[config.mk]
export PLATFORM = sky130hd
export DESIGN_NAME = operand_decoder
export DESIGN_NICKNAME = d
export VERILOG_FILES = /design/src/rtl/opdec_pkg.sv /design/src/rtl/opdec_ctrl.sv /design/src/rtl/opdec_datapath.sv /design/src/rtl/opdec_outstage.sv /design/src/rtl/operand_decoder.sv
export SDC_FILE = /design/constraint.sdc
export NUM_CORES = 1
export LEC_CHECK = 0
export CORE_AREA = 2 2 156 120
export CTS_BUF_LIST = sky130_fd_sc_hd__clkbuf_4 sky130_fd_sc_hd__clkbuf_8 sky130_fd_sc_hd__clkbuf_16
export DETAILED_ROUTE_END_ITERATION = 16
export DIE_AREA = 0 0 158 122
export DONT_BUFFER_PORTS = 1
export PLACE_DENSITY = 0.4
export SLEW_MARGIN = 10
export SYNTH_ARGS = -nofsm -noshare
export SYNTH_HDL_FRONTEND = slang
export SYNTH_HIERARCHICAL = 1
export SYNTH_SLANG_ARGS = --single-unit
[constraint.sdc]
create_clock -name clk -period 4.2 [get_ports clk]
set_input_delay 0.42 -clock clk [delete_from_list [all_inputs] [get_ports clk]]
set_output_delay 0.42 -clock clk [all_outputs]
set_load 0.01 [all_outputs]
[src/rtl/opdec_pkg.sv]
package opdec_pkg;
  parameter int INSN_W    = 32;
  parameter int XLEN      = 64;
  parameter int GPR_IDX_W = 5;
  parameter int SPR_NUM_W = 10;

  typedef enum logic [1:0] {
    SRC1_NONE = 2'd0, SRC1_RA = 2'd1, SRC1_RAZ = 2'd2, SRC1_RSVD = 2'd3
  } src1Sel_e;

  typedef enum logic [3:0] {
    SRC2_NONE    = 4'd0,  SRC2_RB     = 4'd1,  SRC2_SPR    = 4'd2,
    SRC2_U16     = 4'd3,  SRC2_S16    = 4'd4,  SRC2_U16HI  = 4'd5,
    SRC2_S16HI   = 4'd6,  SRC2_LONGBR = 4'd7,  SRC2_CONDBR = 4'd8,
    SRC2_DISP    = 4'd9,  SRC2_MINUS1 = 4'd10, SRC2_SH6    = 4'd11,
    SRC2_SH5     = 4'd12
  } src2Sel_e;

  typedef enum logic {
    SRC3_NONE = 1'b0, SRC3_RS = 1'b1
  } src3Sel_e;

  typedef enum logic [1:0] {
    DST_NONE = 2'd0, DST_RT = 2'd1, DST_RA = 2'd2, DST_SPR = 2'd3
  } dstSel_e;

  typedef enum logic [1:0] {
    REC_NONE = 2'd0, REC_ONE = 2'd1, REC_RC = 2'd2, REC_RSVD = 2'd3
  } recSel_e;

  // strobes from control to datapath
  typedef struct packed {
    logic     rd1En;
    logic     rd2En;
    logic     rd3En;
    logic     spr1En;
    logic     spr1UseCtr;
    logic     spr2En;
    logic     spr2UseCtr;
    logic     wrRegEn;
    logic     wrRegUseRa;
    logic     wrSprEn;
    logic     immEn;
    src2Sel_e immKind;
    recSel_e  recMode;
    logic     linkEn;
    logic     illegal;
  } strobe_t;

  typedef struct packed {
    logic                 rd1Vld;
    logic [GPR_IDX_W-1:0] rd1Idx;
    logic                 rd2Vld;
    logic [GPR_IDX_W-1:0] rd2Idx;
    logic                 rd3Vld;
    logic [GPR_IDX_W-1:0] rd3Idx;
    logic                 spr1Vld;
    logic [SPR_NUM_W-1:0] spr1Num;
    logic                 spr2Vld;
    logic [SPR_NUM_W-1:0] spr2Num;
    logic                 wrRegVld;
    logic [GPR_IDX_W-1:0] wrRegIdx;
    logic                 wrSprVld;
    logic [SPR_NUM_W-1:0] wrSprNum;
    logic                 immVld;
    logic [XLEN-1:0]      immData;
    logic                 recVld;
    logic                 recBit;
    logic                 ovfVld;
    logic                 ovfBit;
    logic                 linkBit;
    logic                 illegal;
  } decOut_t;
endpackage

[src/rtl/opdec_ctrl.sv]
module opdec_ctrl
  import opdec_pkg::*;
(
  input  logic [1:0]           src1Sel,
  input  logic [3:0]           src2Sel,
  input  logic                 src3Sel,
  input  logic [1:0]           dstSel,
  input  logic [1:0]           recSel,
  input  logic                 isCondBranch,
  input  logic                 isSprMove,
  input  logic                 hasLink,
  input  logic [GPR_IDX_W-1:0] raField,
  input  logic                 boCtrBit,
  input  logic                 xoHighBit,
  output strobe_t              strobe
);
  src1Sel_e s1;
  src2Sel_e s2;
  dstSel_e  dst;

  assign s1  = src1Sel_e'(src1Sel);
  assign s2  = src2Sel_e'(src2Sel);
  assign dst = dstSel_e'(dstSel);

  always_comb begin
    strobe = '0;
    // first source
    unique case (s1)
      SRC1_RA:  strobe.rd1En = 1'b1;
      SRC1_RAZ: strobe.rd1En = (raField != '0);
      default:  strobe.rd1En = 1'b0;
    endcase
    // second source or immediate
    case (s2)
      SRC2_NONE: ;
      SRC2_RB:   strobe.rd2En = 1'b1;
      SRC2_SPR: begin
        strobe.spr2En     = 1'b1;
        strobe.spr2UseCtr = xoHighBit;
      end
      SRC2_U16, SRC2_S16, SRC2_U16HI, SRC2_S16HI, SRC2_LONGBR,
      SRC2_CONDBR, SRC2_DISP, SRC2_MINUS1, SRC2_SH6, SRC2_SH5: begin
        strobe.immEn   = 1'b1;
        strobe.immKind = s2;
      end
      default:   strobe.illegal = 1'b1;
    endcase
    // third source
    strobe.rd3En = (src3Sel_e'(src3Sel) == SRC3_RS);
    // special read 1: a move takes precedence over a branch count
    if (isSprMove) begin
      strobe.spr1En = 1'b1;
    end else if (isCondBranch && !boCtrBit) begin
      strobe.spr1En     = 1'b1;
      strobe.spr1UseCtr = 1'b1;
    end
    // destination
    unique case (dst)
      DST_RT:  strobe.wrRegEn = 1'b1;
      DST_RA: begin
        strobe.wrRegEn    = 1'b1;
        strobe.wrRegUseRa = 1'b1;
      end
      DST_SPR: strobe.wrSprEn = 1'b1;
      default: ;
    endcase
    strobe.recMode = recSel_e'(recSel);
    strobe.linkEn  = hasLink;
  end
endmodule

[src/rtl/opdec_datapath.sv]
module opdec_datapath
  import opdec_pkg::*;
#(
  parameter int CTR_NUM = 9,
  parameter int LR_NUM  = 8
) (
  input  logic [INSN_W-1:0] insnWord,
  input  strobe_t           strobe,
  output decOut_t           dOut
);
  // instruction bit k (bit 0 = MSB) lives at vector index INSN_W-1-k
  localparam int RT_LO   = INSN_W - 1 - 10;
  localparam int RA_LO   = INSN_W - 1 - 15;
  localparam int RB_LO   = INSN_W - 1 - 20;
  localparam int HALF_W  = 16;
  localparam int LI_W    = 24;
  localparam int LI_LO   = INSN_W - 1 - 29;
  localparam int BD_W    = 14;
  localparam int SPR_LO  = INSN_W - 1 - 20;
  localparam int B30     = INSN_W - 1 - 30;
  localparam int B31     = INSN_W - 1 - 31;
  localparam int B21     = INSN_W - 1 - 21;
  localparam int SH6_W   = GPR_IDX_W + 1;

  logic [GPR_IDX_W-1:0] rtF, raF, rbF;
  logic [SPR_NUM_W-1:0] sprF;
  logic [HALF_W-1:0]    halfF;
  logic [LI_W-1:0]      liF;
  logic [BD_W-1:0]      bdF;
  logic [SH6_W-1:0]     sh6F;
  logic [XLEN-1:0]      immMux;
  logic                 unusedPrimary;

  assign rtF   = insnWord[RT_LO +: GPR_IDX_W];
  assign raF   = insnWord[RA_LO +: GPR_IDX_W];
  assign rbF   = insnWord[RB_LO +: GPR_IDX_W];
  assign sprF  = insnWord[SPR_LO +: SPR_NUM_W];
  assign halfF = insnWord[0 +: HALF_W];
  assign liF   = insnWord[LI_LO +: LI_W];
  assign bdF   = insnWord[LI_LO +: BD_W];
  assign sh6F  = {insnWord[B30], rbF};
  assign unusedPrimary = ^insnWord[INSN_W-1:RT_LO+GPR_IDX_W];

  always_comb begin
    unique case (strobe.immKind)
      SRC2_U16:    immMux = {{(XLEN-HALF_W){1'b0}}, halfF};
      SRC2_S16:    immMux = {{(XLEN-HALF_W){halfF[HALF_W-1]}}, halfF};
      SRC2_U16HI:  immMux = {{(XLEN-2*HALF_W){1'b0}}, halfF, {HALF_W{1'b0}}};
      SRC2_S16HI:  immMux = {{(XLEN-2*HALF_W){halfF[HALF_W-1]}}, halfF, {HALF_W{1'b0}}};
      SRC2_LONGBR: immMux = {{(XLEN-LI_W-2){1'b0}}, liF, 2'b00};
      SRC2_CONDBR,
      SRC2_DISP:   immMux = {{(XLEN-BD_W-2){1'b0}}, bdF, 2'b00};
      SRC2_MINUS1: immMux = '1;
      SRC2_SH6:    immMux = {{(XLEN-SH6_W){1'b0}}, sh6F};
      SRC2_SH5:    immMux = {{(XLEN-GPR_IDX_W){1'b0}}, rbF};
      default:     immMux = '0;
    endcase
  end

  always_comb begin
    dOut = '0;
    dOut.rd1Vld   = strobe.rd1En;
    dOut.rd1Idx   = strobe.rd1En ? raF : '0;
    dOut.rd2Vld   = strobe.rd2En;
    dOut.rd2Idx   = strobe.rd2En ? rbF : '0;
    dOut.rd3Vld   = strobe.rd3En;
    dOut.rd3Idx   = strobe.rd3En ? rtF : '0;
    dOut.spr1Vld  = strobe.spr1En;
    if (strobe.spr1En)
      dOut.spr1Num = strobe.spr1UseCtr ? SPR_NUM_W'(CTR_NUM) : sprF;
    dOut.spr2Vld  = strobe.spr2En;
    if (strobe.spr2En)
      dOut.spr2Num = strobe.spr2UseCtr ? SPR_NUM_W'(CTR_NUM) : SPR_NUM_W'(LR_NUM);
    dOut.wrRegVld = strobe.wrRegEn;
    if (strobe.wrRegEn)
      dOut.wrRegIdx = strobe.wrRegUseRa ? raF : rtF;
    dOut.wrSprVld = strobe.wrSprEn;
    dOut.wrSprNum = strobe.wrSprEn ? sprF : '0;
    dOut.immVld   = strobe.immEn;
    dOut.immData  = strobe.immEn ? immMux : '0;
    dOut.recVld   = 1'b1;
    unique case (strobe.recMode)
      REC_ONE: dOut.recBit = 1'b1;
      REC_RC:  dOut.recBit = insnWord[B31];
      default: dOut.recBit = 1'b0;
    endcase
    dOut.ovfVld   = 1'b1;
    dOut.ovfBit   = insnWord[B21];
    dOut.linkBit  = strobe.linkEn & insnWord[B31];
    dOut.illegal  = strobe.illegal;
  end
endmodule

[src/rtl/opdec_outstage.sv]
module opdec_outstage
  import opdec_pkg::*;
#(
  parameter int REG_OUT = 1
) (
  input  logic    clk,
  input  logic    rst,
  input  decOut_t dIn,
  output decOut_t dOut
);
  generate
    if (REG_OUT != 0) begin : gReg
      always_ff @(posedge clk) begin
        if (rst) dOut <= '0;
        else     dOut <= dIn;
      end
    end else begin : gPass
      logic unusedClkRst;
      assign unusedClkRst = clk ^ rst;
      assign dOut = dIn;
    end
  endgenerate
endmodule

[src/rtl/operand_decoder.sv]
module operand_decoder
  import opdec_pkg::*;
#(
  parameter int REG_OUT = 1,
  parameter int CTR_NUM = 9,
  parameter int LR_NUM  = 8
) (
  input  logic                 clk,
  input  logic                 rst,
  input  logic [INSN_W-1:0]    insnWord,
  input  logic [1:0]           src1Sel,
  input  logic [3:0]           src2Sel,
  input  logic                 src3Sel,
  input  logic [1:0]           dstSel,
  input  logic [1:0]           recSel,
  input  logic                 isCondBranch,
  input  logic                 isSprMove,
  input  logic                 hasLink,
  output logic                 rdReg1Vld,
  output logic [GPR_IDX_W-1:0] rdReg1Idx,
  output logic                 rdReg2Vld,
  output logic [GPR_IDX_W-1:0] rdReg2Idx,
  output logic                 rdReg3Vld,
  output logic [GPR_IDX_W-1:0] rdReg3Idx,
  output logic                 sprRd1Vld,
  output logic [SPR_NUM_W-1:0] sprRd1Num,
  output logic                 sprRd2Vld,
  output logic [SPR_NUM_W-1:0] sprRd2Num,
  output logic                 wrRegVld,
  output logic [GPR_IDX_W-1:0] wrRegIdx,
  output logic                 wrSprVld,
  output logic [SPR_NUM_W-1:0] wrSprNum,
  output logic                 immVld,
  output logic [XLEN-1:0]      immData,
  output logic                 recVld,
  output logic                 recBit,
  output logic                 ovfVld,
  output logic                 ovfBit,
  output logic                 linkBit,
  output logic                 illegal
);
  localparam int RA_LO = INSN_W - 1 - 15;
  localparam int B8    = INSN_W - 1 - 8;
  localparam int B21   = INSN_W - 1 - 21;

  strobe_t strobe;
  decOut_t comb, outQ;

  opdec_ctrl uCtrl (
    .src1Sel      (src1Sel),
    .src2Sel      (src2Sel),
    .src3Sel      (src3Sel),
    .dstSel       (dstSel),
    .recSel       (recSel),
    .isCondBranch (isCondBranch),
    .isSprMove    (isSprMove),
    .hasLink      (hasLink),
    .raField      (insnWord[RA_LO +: GPR_IDX_W]),
    .boCtrBit     (insnWord[B8]),
    .xoHighBit    (insnWord[B21]),
    .strobe       (strobe)
  );

  opdec_datapath #(.CTR_NUM(CTR_NUM), .LR_NUM(LR_NUM)) uDp (
    .insnWord (insnWord),
    .strobe   (strobe),
    .dOut     (comb)
  );

  opdec_outstage #(.REG_OUT(REG_OUT)) uOut (
    .clk  (clk),
    .rst  (rst),
    .dIn  (comb),
    .dOut (outQ)
  );

  assign rdReg1Vld = outQ.rd1Vld;
  assign rdReg1Idx = outQ.rd1Idx;
  assign rdReg2Vld = outQ.rd2Vld;
  assign rdReg2Idx = outQ.rd2Idx;
  assign rdReg3Vld = outQ.rd3Vld;
  assign rdReg3Idx = outQ.rd3Idx;
  assign sprRd1Vld = outQ.spr1Vld;
  assign sprRd1Num = outQ.spr1Num;
  assign sprRd2Vld = outQ.spr2Vld;
  assign sprRd2Num = outQ.spr2Num;
  assign wrRegVld  = outQ.wrRegVld;
  assign wrRegIdx  = outQ.wrRegIdx;
  assign wrSprVld  = outQ.wrSprVld;
  assign wrSprNum  = outQ.wrSprNum;
  assign immVld    = outQ.immVld;
  assign immData   = outQ.immData;
  assign recVld    = outQ.recVld;
  assign recBit    = outQ.recBit;
  assign ovfVld    = outQ.ovfVld;
  assign ovfBit    = outQ.ovfBit;
  assign linkBit   = outQ.linkBit;
  assign illegal   = outQ.illegal;

  generate
    if (REG_OUT != 0) begin : gChk
      logic primed;
      always_ff @(posedge clk) begin
        if (rst) primed <= 1'b0;
        else     primed <= 1'b1;
      end

      AST_RAZ_HOLE: assert property (@(posedge clk) disable iff (rst)
        primed && $past(src1Sel == 2'd2 && insnWord[RA_LO +: GPR_IDX_W] == '0) |-> !rdReg1Vld);
      AST_MINUS_ONE: assert property (@(posedge clk) disable iff (rst)
        primed && $past(src2Sel == 4'd10) |-> immVld && (&immData));
      AST_SPR2_ALONE: assert property (@(posedge clk) disable iff (rst)
        sprRd2Vld |-> !immVld && !rdReg2Vld);
      AST_ONE_WRITE: assert property (@(posedge clk) disable iff (rst)
        !(wrRegVld && wrSprVld));
      AST_REC_LIVE: assert property (@(posedge clk) disable iff (rst)
        primed |-> recVld && ovfVld);
      AST_ILLEGAL_NOIMM: assert property (@(posedge clk) disable iff (rst)
        illegal |-> !immVld);
      AST_RESET_CLEAR: assert property (@(posedge clk)
        $past(rst) |-> !immVld && !recVld && !rdReg1Vld && !wrRegVld);
    end
  endgenerate
endmodule

== Yosys cells after proc, flatten, opt, wreduce, memory -nomap -nowiden ==
Index checks and enable logic that the tools add are counted.
Word-level totals
  register bits: 128
  input port bits: 48
Operators by class
  equality and inequality tests: 29
  mux-type cells: 17
  bitwise gates (word level): 9
  reductions and logical operators: 17
Operators by type and width (count)
  64-bit one-hot mux with 9 select lines: 1
  4-bit equality test, second input constant: 10
  4-bit by 3-bit equality test with 1-bit output, second input constant: 8
  2-bit OR reduction: 10
  13-bit OR reduction: 1
  4-bit by 2-bit equality test with 1-bit output, second input constant: 3
  10-bit two-way mux: 1
  5-bit two-way mux: 2
  10-bit OR reduction: 1
  2-bit equality test, second input constant: 4
  1-bit two-way mux: 8
  1-bit inverter: 8
  2-bit by 1-bit equality test with 1-bit output, second input constant: 3
  6-bit two-way mux: 1
  5-bit nonzero test: 1
  4-bit by 1-bit equality test with 1-bit output, second input constant: 1
  4-bit logical NOT: 1
  2-bit two-way mux: 2
  1-bit one-hot mux with 2 select lines: 2
  3-bit OR reduction: 1
  1-bit AND: 1
  1-bit logical AND: 1
  1-bit logical NOT: 1

== Longest topological paths before layout ==
Gate-level depths: netlist of run 1.
  depth in word-level cells: 6
  gate-level depth with buffers: 10
  mapped depth without buffers: 6

== By module ==
The synthesis of run 1 kept the hierarchy.
Modules (own cells, without submodules)
  opdec_outstage: instances 1, cells an instance 270, area each 3464.6 um2, sequential area each 2562.5 um2
  opdec_datapath: instances 1, cells an instance 226, area each 1560.2 um2, sequential area each 0.0 um2
  opdec_ctrl: instances 1, cells an instance 30, area each 224.0 um2, sequential area each 0.0 um2

== Worst setup path after synthesis of run 1 ==
No wires, ideal clock.
  path type: input port to flip-flop
  start point: input port src2Sel[1]
  end point: register uOut/dOut[69] in the netlist's numbering
  data arrival time: 2.790 ns
  required time: 4.135 ns
  path slack: 1.345 ns
  cell stages on the path: 8
  path buffers: 2
  cell sequence: o211a_4 > nor3b_1 > buf_4 > and3b_1 > a21oi_1 > nor2_1 > buf_4 > nor2b_1
RTL lines
  start, declared: RTL line operand_decoder.sv:12  | input logic [3:0] src2Sel,
  end signal, assigned: RTL line opdec_outstage.sv:15  | else dOut <= dIn;
  end, declared: RTL line opdec_outstage.sv:9  | output decOut_t dOut

==> results.toml, run 1 <==
[power_and_ir_drop]
power_frac_seq_pct = 44.3
p_total_uw = 2960
p_per_area_nw_per_um2 = 526
peakVddDrop_uv = 174
clkPwrFrac_pct = 49.6
combPwrFrac_pct = 6.1
internal_power_uw = 2280
p_leak_uw = 0.00213
swShare_pct = 23.0
p_sw_uw = 679

[grt]
track_usage_pct = 14.0
grt_pass1_wl_mm = 19.2
overflow = 0
grt_max_degree = 129
antenna_found_initial = 0
grt_pass1_vias = 2971

[setup_path]
worstPathCellList = "o21ai_0 -> and2_1 -> nor2b_1 -> a21oi_1 -> nor2_1 -> buf_4 -> nor2b_1"
worstSetupPathType = "primary input to flip-flop"
slowest_delay_ps = 1000
cp_top_family = "simple AND/OR/NAND/NOR gates"
cp-start-kind = "primary input"
cp_num_buf_inv = 1
path_max_fanout = 32
cp_slowest_cell = "nor2b_1"
endpoint_kind = "flip-flop"
cp.arrival_ps = 2790
cp_common_cell = "nor2b_1"
required_ps = 4540

[finish]
regMostFlops = "uOut/dOut"
drive_above_1_share_pct = 10.9
largest_reg_flops = 128
area_delta_synth_final_pct = 7.03
final_util_pct = 31.3
top_regs = "uOut/dOut (128)"
fill_cells = 1924
num-nets-final = 528

[clocking]
cts_buffer_depth = 2
htree_levels = 4
cts-buffers-inserted = 17
post_cts_buffers = 0
cts.clk_slew.worst_paths_ps = 60
ctsHoldBuffers = 0
cts-resized-gates = 0
cts-root-buf = "clkbuf_16"
cts_tree = "yes"
cts.sinks = 128

[logic_synthesis]
ys_seq_area_share_pct = 48.8
ys_ff_latch = 128
yosysMostFrequentCell = "nor2b_1"
synth.avg_cell_area_um2 = 9.98
async_flop_share_pct = 0
synth_common_cells = "138 x nor2b_1, 128 x dfxtp_1, 68 x buf_4, 37 x and2_1, 31 x a21oi_1"
yosysTopAreaCell = "dfxtp_1"
netlist_area_um2 = 5250
synth_cell_type_count = 47
synth_enable_flop_cells = 0
yosys-top-cells-area = "dfxtp_1 49%, nor2b_1 16%, buf_4 9.7%"
synth_top_area_share_pct = 48.8
ys.flop_type = "dfxtp_1"
syn_inst = 526
synth_warnings = 6

[detailed_routing]
via_per_inst = 4.29
drc = 0
first_pass_iters = 4
drt-total-wl_mm = 13.3
drtAntennaViolNets = 0
drt_iter0_drc = 223
routedWlPerCell_um = 18.2
num_vias = 3152

[timing]
tightest_slew_ps = 1200
fmax_mhz = 409
setup_tns_ps = 0
slew_headroom_pct = 19.6
hold_viol = 0
setup_viol = 0
rsz0062_at_grt = "false"
post-route-period-util_pct = 58.2
drv_slew = 0
finalCriticalPeriod_ps = 2450

[floorplanning]
die_w_um = 158
ios = 176
start_util_pct = 29.2
core-area_um2 = 18000
rows = 43
die_area_um2 = 19300
dieHeight_um = 122

[place]
dp_hpwl_mm = 9.08
port_buffers = 0
gp_congestion = 0.722

[status]
status = "finished, final reports clean"

[worst_hold_path]
hold_path.class = "primary input to flip-flop"

[flow_run]
cap_violations = 0
[worst paths after layout]
kind / start / cells after the start / endpoint / slack, ps
max: src2Sel[1] / 7 / uOut/dOut[55] / 1750
min: rst / 1 / uOut/dOut[1] / 80
[power by group through the flow]
stage               Clock, uW  Sequential (uW)  Combinational (uW)
floorplan                   0             1330                 214
global placement            0             1340                 177
detailed placement          0             1340                 180
CTS                      1510             1310                 181
global route             1570             1310                 203
finish                   1470             1310                 181
[through the flow]
stage,hold slack (ps),instance area (um2),std cells,setup WS [ps]
finish,77.5,5620,735,1750
global route,52.4,5610,733,1600
CTS,52.9,5610,733,1880
detailed placement,501,5020,702,1450
global placement,500,5020,702,1530
floorplan,627,5280,534,1350
[layer usage]
layer	wire length (um)	global-route usage [%]
met3	1550	7.40
met4	194	5.52
met5	0	0
met1	5720	17.7
met2	5890	20.1
[cell type report]
| type | instances | area (um2) | area share (%) |
|---|---|---|---|
| diodes | 2 | 5.00 | 0.0891 |
| clock buffers | 22 | 482 | 8.57 |
| clock inverters | 9 | 108 | 1.92 |
| inverters | 7 | 26.3 | 0.468 |
| multi-input cells | 315 | 2090 | 37.2 |
| flip-flops and latches | 128 | 2560 | 45.6 |
| well taps | 247 | 309 | 5.50 |
| repair buffers | 5 | 37.5 | 0.668 |
[kinds of logic after synthesis]
kind of cell	share of synthesized area [%]
and+or+nand+nor	26.6
buffers and inverters	12.1
AOI/OAI and AO/OA	9.25
xor gates and xnor gates	0.310
other	0.143
adders and majority gates	1.43
DFF	48.8
muxes	1.38
[placed cells by master, fill, tap and decap left out, drive strengths merged, types with 3 or more instances in the layout]
cell    count
mux2i       6
nor3b       4
a21oi      31
a221o       3
a211oi      3
o21a        3
dfxtp     128
nand2       3
conb       10
nand2b      8
clkinv      4
a32oi      10
o21bai      3
clkbuf     22
nor2       12
nand3       9
ha          6
nor2b     138
o21ai      10
inv         8
and2       37
buf         5
Note: power is estimated with default switching activity, not from simulation.
==> inputs of run 2 (changes only) <==
==> constraint.sdc (replaced) <==
create_clock -name clk -period 2.31 [get_ports clk]
set_input_delay 0.231 -clock clk [delete_from_list [all_inputs] [get_ports clk]]
set_output_delay 0.231 -clock clk [all_outputs]
set_load 0.01 [all_outputs]
==> run 2 against run 1 <==
First-iteration DRC count down 20%. Flip-flop and latch count unchanged. Cell area up 3.1%. Sequential power up 82%. Combinational power up 110%. Critical path depth unchanged. Worst setup slack worse by 1300 ps.
==> results.toml, run 2 (synthesized netlist as in run 1, its figures left out) <==
[status]
status = "finished, final reports clean"

[finish]
top_regs = "uOut/dOut (128)"
drive_above_1_share_pct = 12.1
layoutNonFillerInstCount = 752
layout_common_cells = "138 x nor2b_1, 128 x dfxtp_1, 37 x and2_1, 31 x a21oi_1, 17 x clkbuf_16"
largest_reg_flops = 128
area_delta_synth_final_pct = 10.3
layout_commonest_cell = "nor2b_1"
regMostFlops = "uOut/dOut"
num-nets-final = 546
multi_input_area_um2 = 2090
register_area_um2 = 2560
fill_cells = 1910

[power_and_ir_drop]
internal_power_uw = 4130
clkPwrFrac_pct = 48.6
combPwrFrac_pct = 7.2
peakVddDrop_uv = 403
swShare_pct = 23.2
p_per_area_nw_per_um2 = 929
p_sw_uw = 1250
power_frac_seq_pct = 44.2
p_leak_uw = 0.00223

[floorplanning]
core-area_um2 = 18000
start_util_pct = 29.2
die_area_um2 = 19300
rows = 43
ios = 176
dieHeight_um = 122
die_w_um = 158

[clocking]
cts_buffer_depth = 2
cts.clk_slew.worst_paths_ps = 60
cts-buffers-inserted = 17
cts-root-buf = "clkbuf_16"
post_cts_buffers = 0
htree_levels = 4
cts_tree = "yes"
cts.sinks = 128

[timing]
setup_tns_ps = 0
setup_viol = 0
finalCriticalPeriod_ps = 1850
hold_viol = 0
fmax_mhz = 540
post-route-period-util_pct = 80.2
drv_slew = 0
slew_headroom_pct = 59.3
rsz0062_at_grt = "false"
tightest_slew_ps = 607

[detailed_routing]
routedWlPerCell_um = 17.7
drt-total-wl_mm = 13.3
drc = 0
first_pass_iters = 4
via_per_inst = 4.29
met2RoutedLength_mm = 5.85
met3_length_mm = 1.30
routed.top_layer = "met4"
drtAntennaViolNets = 0
drt_iter0_drc = 178
wl_met1_mm = 5.98
num_vias = 3227

[setup_path]
endpoint_kind = "flip-flop"
path_max_fanout = 10
required_ps = 2650
cp-start-kind = "primary input"
cp.arrival_ps = 2190
worstSetupPathType = "primary input to flip-flop"

[flow_run]
cap_violations = 0

[place]
placedCellCount = 708
dp_hpwl_mm = 9.05
port_buffers = 0
gp_congestion = 0.752

[worst_hold_path]
worstHoldPathCells = 2
hold_path.class = "primary input to flip-flop"

[grt]
track_usage_pct = 13.8
overflow = 0
antenna_found_initial = 1
grt_max_degree = 112
grt_pass1_wl_mm = 19.1
grt_pass1_vias = 3032
==> run 2: layer usage <==
layer  GRT usage [%]  vias up
li1                -     1578
met1            17.8     1514
met2            20.7      122
met3            6.12       13
met4            4.56        0
met5               0        -
==> run 2: worst max-delay path, cell delays in order <==
cell and delay (ps):
o211a_4 250, nor2b_1 430, buf_4 250, nor2b_1 380, mux2i_4 200, o22ai_1 280
nor2b_1 170
==> run 2: layout make-up <==
type	instances	share of cell area, %
Antenna cell	1	0.0432
Clock buffer	21	8.08
Clock inverter	10	1.92
Inverter	7	0.454
Multi-Input combinational cell	315	36.1
Sequential cell	128	44.3
Tap cell	247	5.34
Timing Repair Buffer	23	3.80
==> run 2: timing repair <==
item	in CTS	in global routing
resized for setup	0	0
endpoints found under the setup margin	0	0
endpoints found under the hold margin	120	0
hold buffers	12	0
==> run 2: path summary, 6_finish.rpt <==
path	startpoint	end
min	insnWord[11]	uOut/dOut[99]
max	src2Sel[1]	uOut/dOut[21]
==> run 2: power groups by stage <==
stage               Clock [uW]  Combinational [uW]  Sequential (uW)
floorplan                    0                 389             2410
global placement             0                 329             2430
detailed placement           0                 337             2430
CTS                       2690                 385             2380
global route              2810                 431             2390
finish                    2620                 386             2380
==> run 2: through the flow <==
stage                     total power [uW]  hold slack [ps]  setup slack (ps)  utilization (%)  area [um2]
after global placement                2760              312               170             28.2        5070
final                                 5380             43.6               458             32.2        5790
after CTS                             5460             29.0               535             32.2        5790
after detailed placement              2770              314               119             28.2        5070
after global routing                  5630             34.9               361             32.2        5790
after floorplan                       2800              438              36.0                -        5280
==> inputs of run 3 (changes only) <==
--- a/config.mk
+++ b/config.mk
@@ -10,7 +10,7 @@
 export DETAILED_ROUTE_END_ITERATION = 16
 export DIE_AREA = 0 0 158 122
 export DONT_BUFFER_PORTS = 1
-export PLACE_DENSITY = 0.4
+export PLACE_DENSITY = 0.42
 export SLEW_MARGIN = 10
 export SYNTH_ARGS = -nofsm -noshare
 export SYNTH_HDL_FRONTEND = slang
==> constraint.sdc (replaced) <==
create_clock -name clk -period 1.7 [get_ports clk]
set_input_delay 0.17 -clock clk [delete_from_list [all_inputs] [get_ports clk]]
set_output_delay 0.17 -clock clk [all_outputs]
set_load 0.01 [all_outputs]
==> run 3 against run 2 <==
Worst setup slack worse by 230 ps. Via count is 7.4% higher. First-iteration DRC count rose by 4.5%. Cell area rose by 11%. Largest cell class unchanged. Highest routed layer unchanged.
==> results.toml, run 3 (synthesized netlist as in run 1, its figures left out) <==
[status]
status = "finished, final reports clean"

[clocking]
cts.sinks = 128
htree_levels = 4
cts-root-buf = "clkbuf_16"
post_cts_buffers = 0
cts_buffer_depth = 2
cts-buffers-inserted = 17
cts-resized-gates = 0
cts_tree = "yes"
cts.clk_slew.worst_paths_ps = 60

[setup_path]
cp_slowest_cell = "dlygate4sd3_1"
slowest_delay_ps = 560
cp.arrival_ps = 1830
worstSetupPathType = "primary input to flip-flop"
worstPathCellList = "inv_1 -> ha_1 -> a211oi_1 -> and2_1 -> nor2b_1 -> dlygate4sd3_1"
cp-start-kind = "primary input"
required_ps = 2060
path_max_fanout = 6
endpoint_kind = "flip-flop"

[detailed_routing]
first_pass_iters = 4
drt-total-wl_mm = 13.9
drc = 0
drt_iter0_drc = 186
routedWlPerCell_um = 17.2
drtAntennaViolNets = 0
via_per_inst = 4.28
num_vias = 3465

[power_and_ir_drop]
internal_power_uw = 5910
p_leak_uw = 0.00259
peakVddDrop_uv = 430
p_sw_uw = 1730
clkPwrFrac_pct = 49.4
combPwrFrac_pct = 8.3
swShare_pct = 22.7
p_per_area_nw_per_um2 = 1190
power_frac_seq_pct = 42.3

[timing]
post-route-period-util_pct = 86.5
setup_viol = 0
fmax_mhz = 680
fin_ws_ps = 230
hold_viol = 0
drv_slew = 0
tightest_slew_ps = 578
setup_tns_ps = 0
finalCriticalPeriod_ps = 1470
rsz0062_at_grt = "false"
slew_headroom_pct = 61.2

[floorplanning]
die_w_um = 158
rows = 43
ios = 176
dieHeight_um = 122
start_util_pct = 29.2
core-area_um2 = 18000
die_area_um2 = 19300

[worst_hold_path]
whs_endpoint = "uOut/dOut[112]"
hold_start = "src3Sel"
worstHoldPathCells = 2
hold_path.class = "primary input to flip-flop"

[grt]
overflow = 0
grt_pass1_wl_mm = 20.2
track_usage_pct = 14.7
grt_max_degree = 79
grt_pass1_vias = 3289
antenna_found_initial = 0

[finish]
multi_input_area_um2 = 2110
fill_cells = 1827
area_delta_synth_final_pct = 22.2
layoutNonFillerInstCount = 810
final_util_pct = 35.7
top_regs = "uOut/dOut (128)"
largest_reg_flops = 128
drive_above_1_share_pct = 14.6
regMostFlops = "uOut/dOut"
layout_common_cells = "138 x nor2b_1, 128 x dfxtp_1, 52 x dlygate4sd3_1, 37 x and2_1, 30 x a21oi_1"
num-nets-final = 603
layout_commonest_cell = "nor2b_1"
register_area_um2 = 2560

[place]
dpl_worst_slack_ps = -171
gp_congestion = 0.740
dp_hpwl_mm = 9.21
port_buffers = 0
placedCellCount = 724

[flow_run]
cap_violations = 0
## run 3: changes by cell type in the layout (fill, tap and decap cells not counted), sizes merged
| cell | delta |
|---|---|
| buf | +16 |
| clkinv | -2 |
| bufinv | +1 |
| clkbuf | +2 |
| dlygate4sd3 | +41 |
## run 3: layout make-up
cell class	instances	share of cell area, %
Tap cell	247	4.82
Clock buffer	23	7.53
Antenna cell	1	0.0390
Multi-Input combinational cell	315	32.9
Timing Repair Buffer	80	12.3
Clock inverter	9	2.05
Sequential cell	128	40.0
Inverter	7	0.410
## run 3: how the worst max path moves through the flow
stage                           from              to  slack (ps)  depth (start not counted)
final                     src1Sel[0]  uOut/dOut[126]         230                          6
after global routing      src2Sel[1]   uOut/dOut[40]          40                          8
after CTS                 src1Sel[0]  uOut/dOut[126]         260                          6
after detailed placement  src2Sel[1]   uOut/dOut[40]        -170                          8
after global placement    src2Sel[1]   uOut/dOut[66]        -130                          8
after floorplan           src2Sel[1]   uOut/dOut[69]        -180                          8
## run 3: what timing repair did
| item | CTS | global route |
|---|---|---|
| hold buffers | 53 | 0 |
| endpoints found under the setup margin | 0 | 0 |
| endpoints found under the hold margin | 120 | 0 |
## run 3: power groups by stage
stage | combinational [uW] | sequential [uW] | clock (uW)
finish | 634 | 3240 | 3770
global route | 706 | 3250 | 4000
CTS | 636 | 3240 | 3850
detailed placement | 522 | 3300 | 0
global placement | 511 | 3310 | 0
floorplan | 534 | 3280 | 0
## run 3: layer usage
metal	routed length [um]	GRT usage (%)	up-vias
met5	0	0	-
met4	101	4.17	0
met3	1160	6.12	5
met2	6650	23.6	115
met1	6010	18.1	1651
li1	-	-	1694
## run 3: critical path, delay by kind of cell
family / cells / cell delay [ps]
buf+inv: 2 / 580
compound gates: 1 / 480
simple gates: 2 / 320
fa+ha+maj: 1 / 290
## run 3: metrics by stage
step	power, uW	hold slack (ps)	instance area [um2]
after CTS	7730	1.43	6410
after global routing	7950	24.7	6410
after detailed placement	3830	254	5250
final	7640	15.7	6410
after global placement	3820	252	5250
after floorplan	3810	377	5310
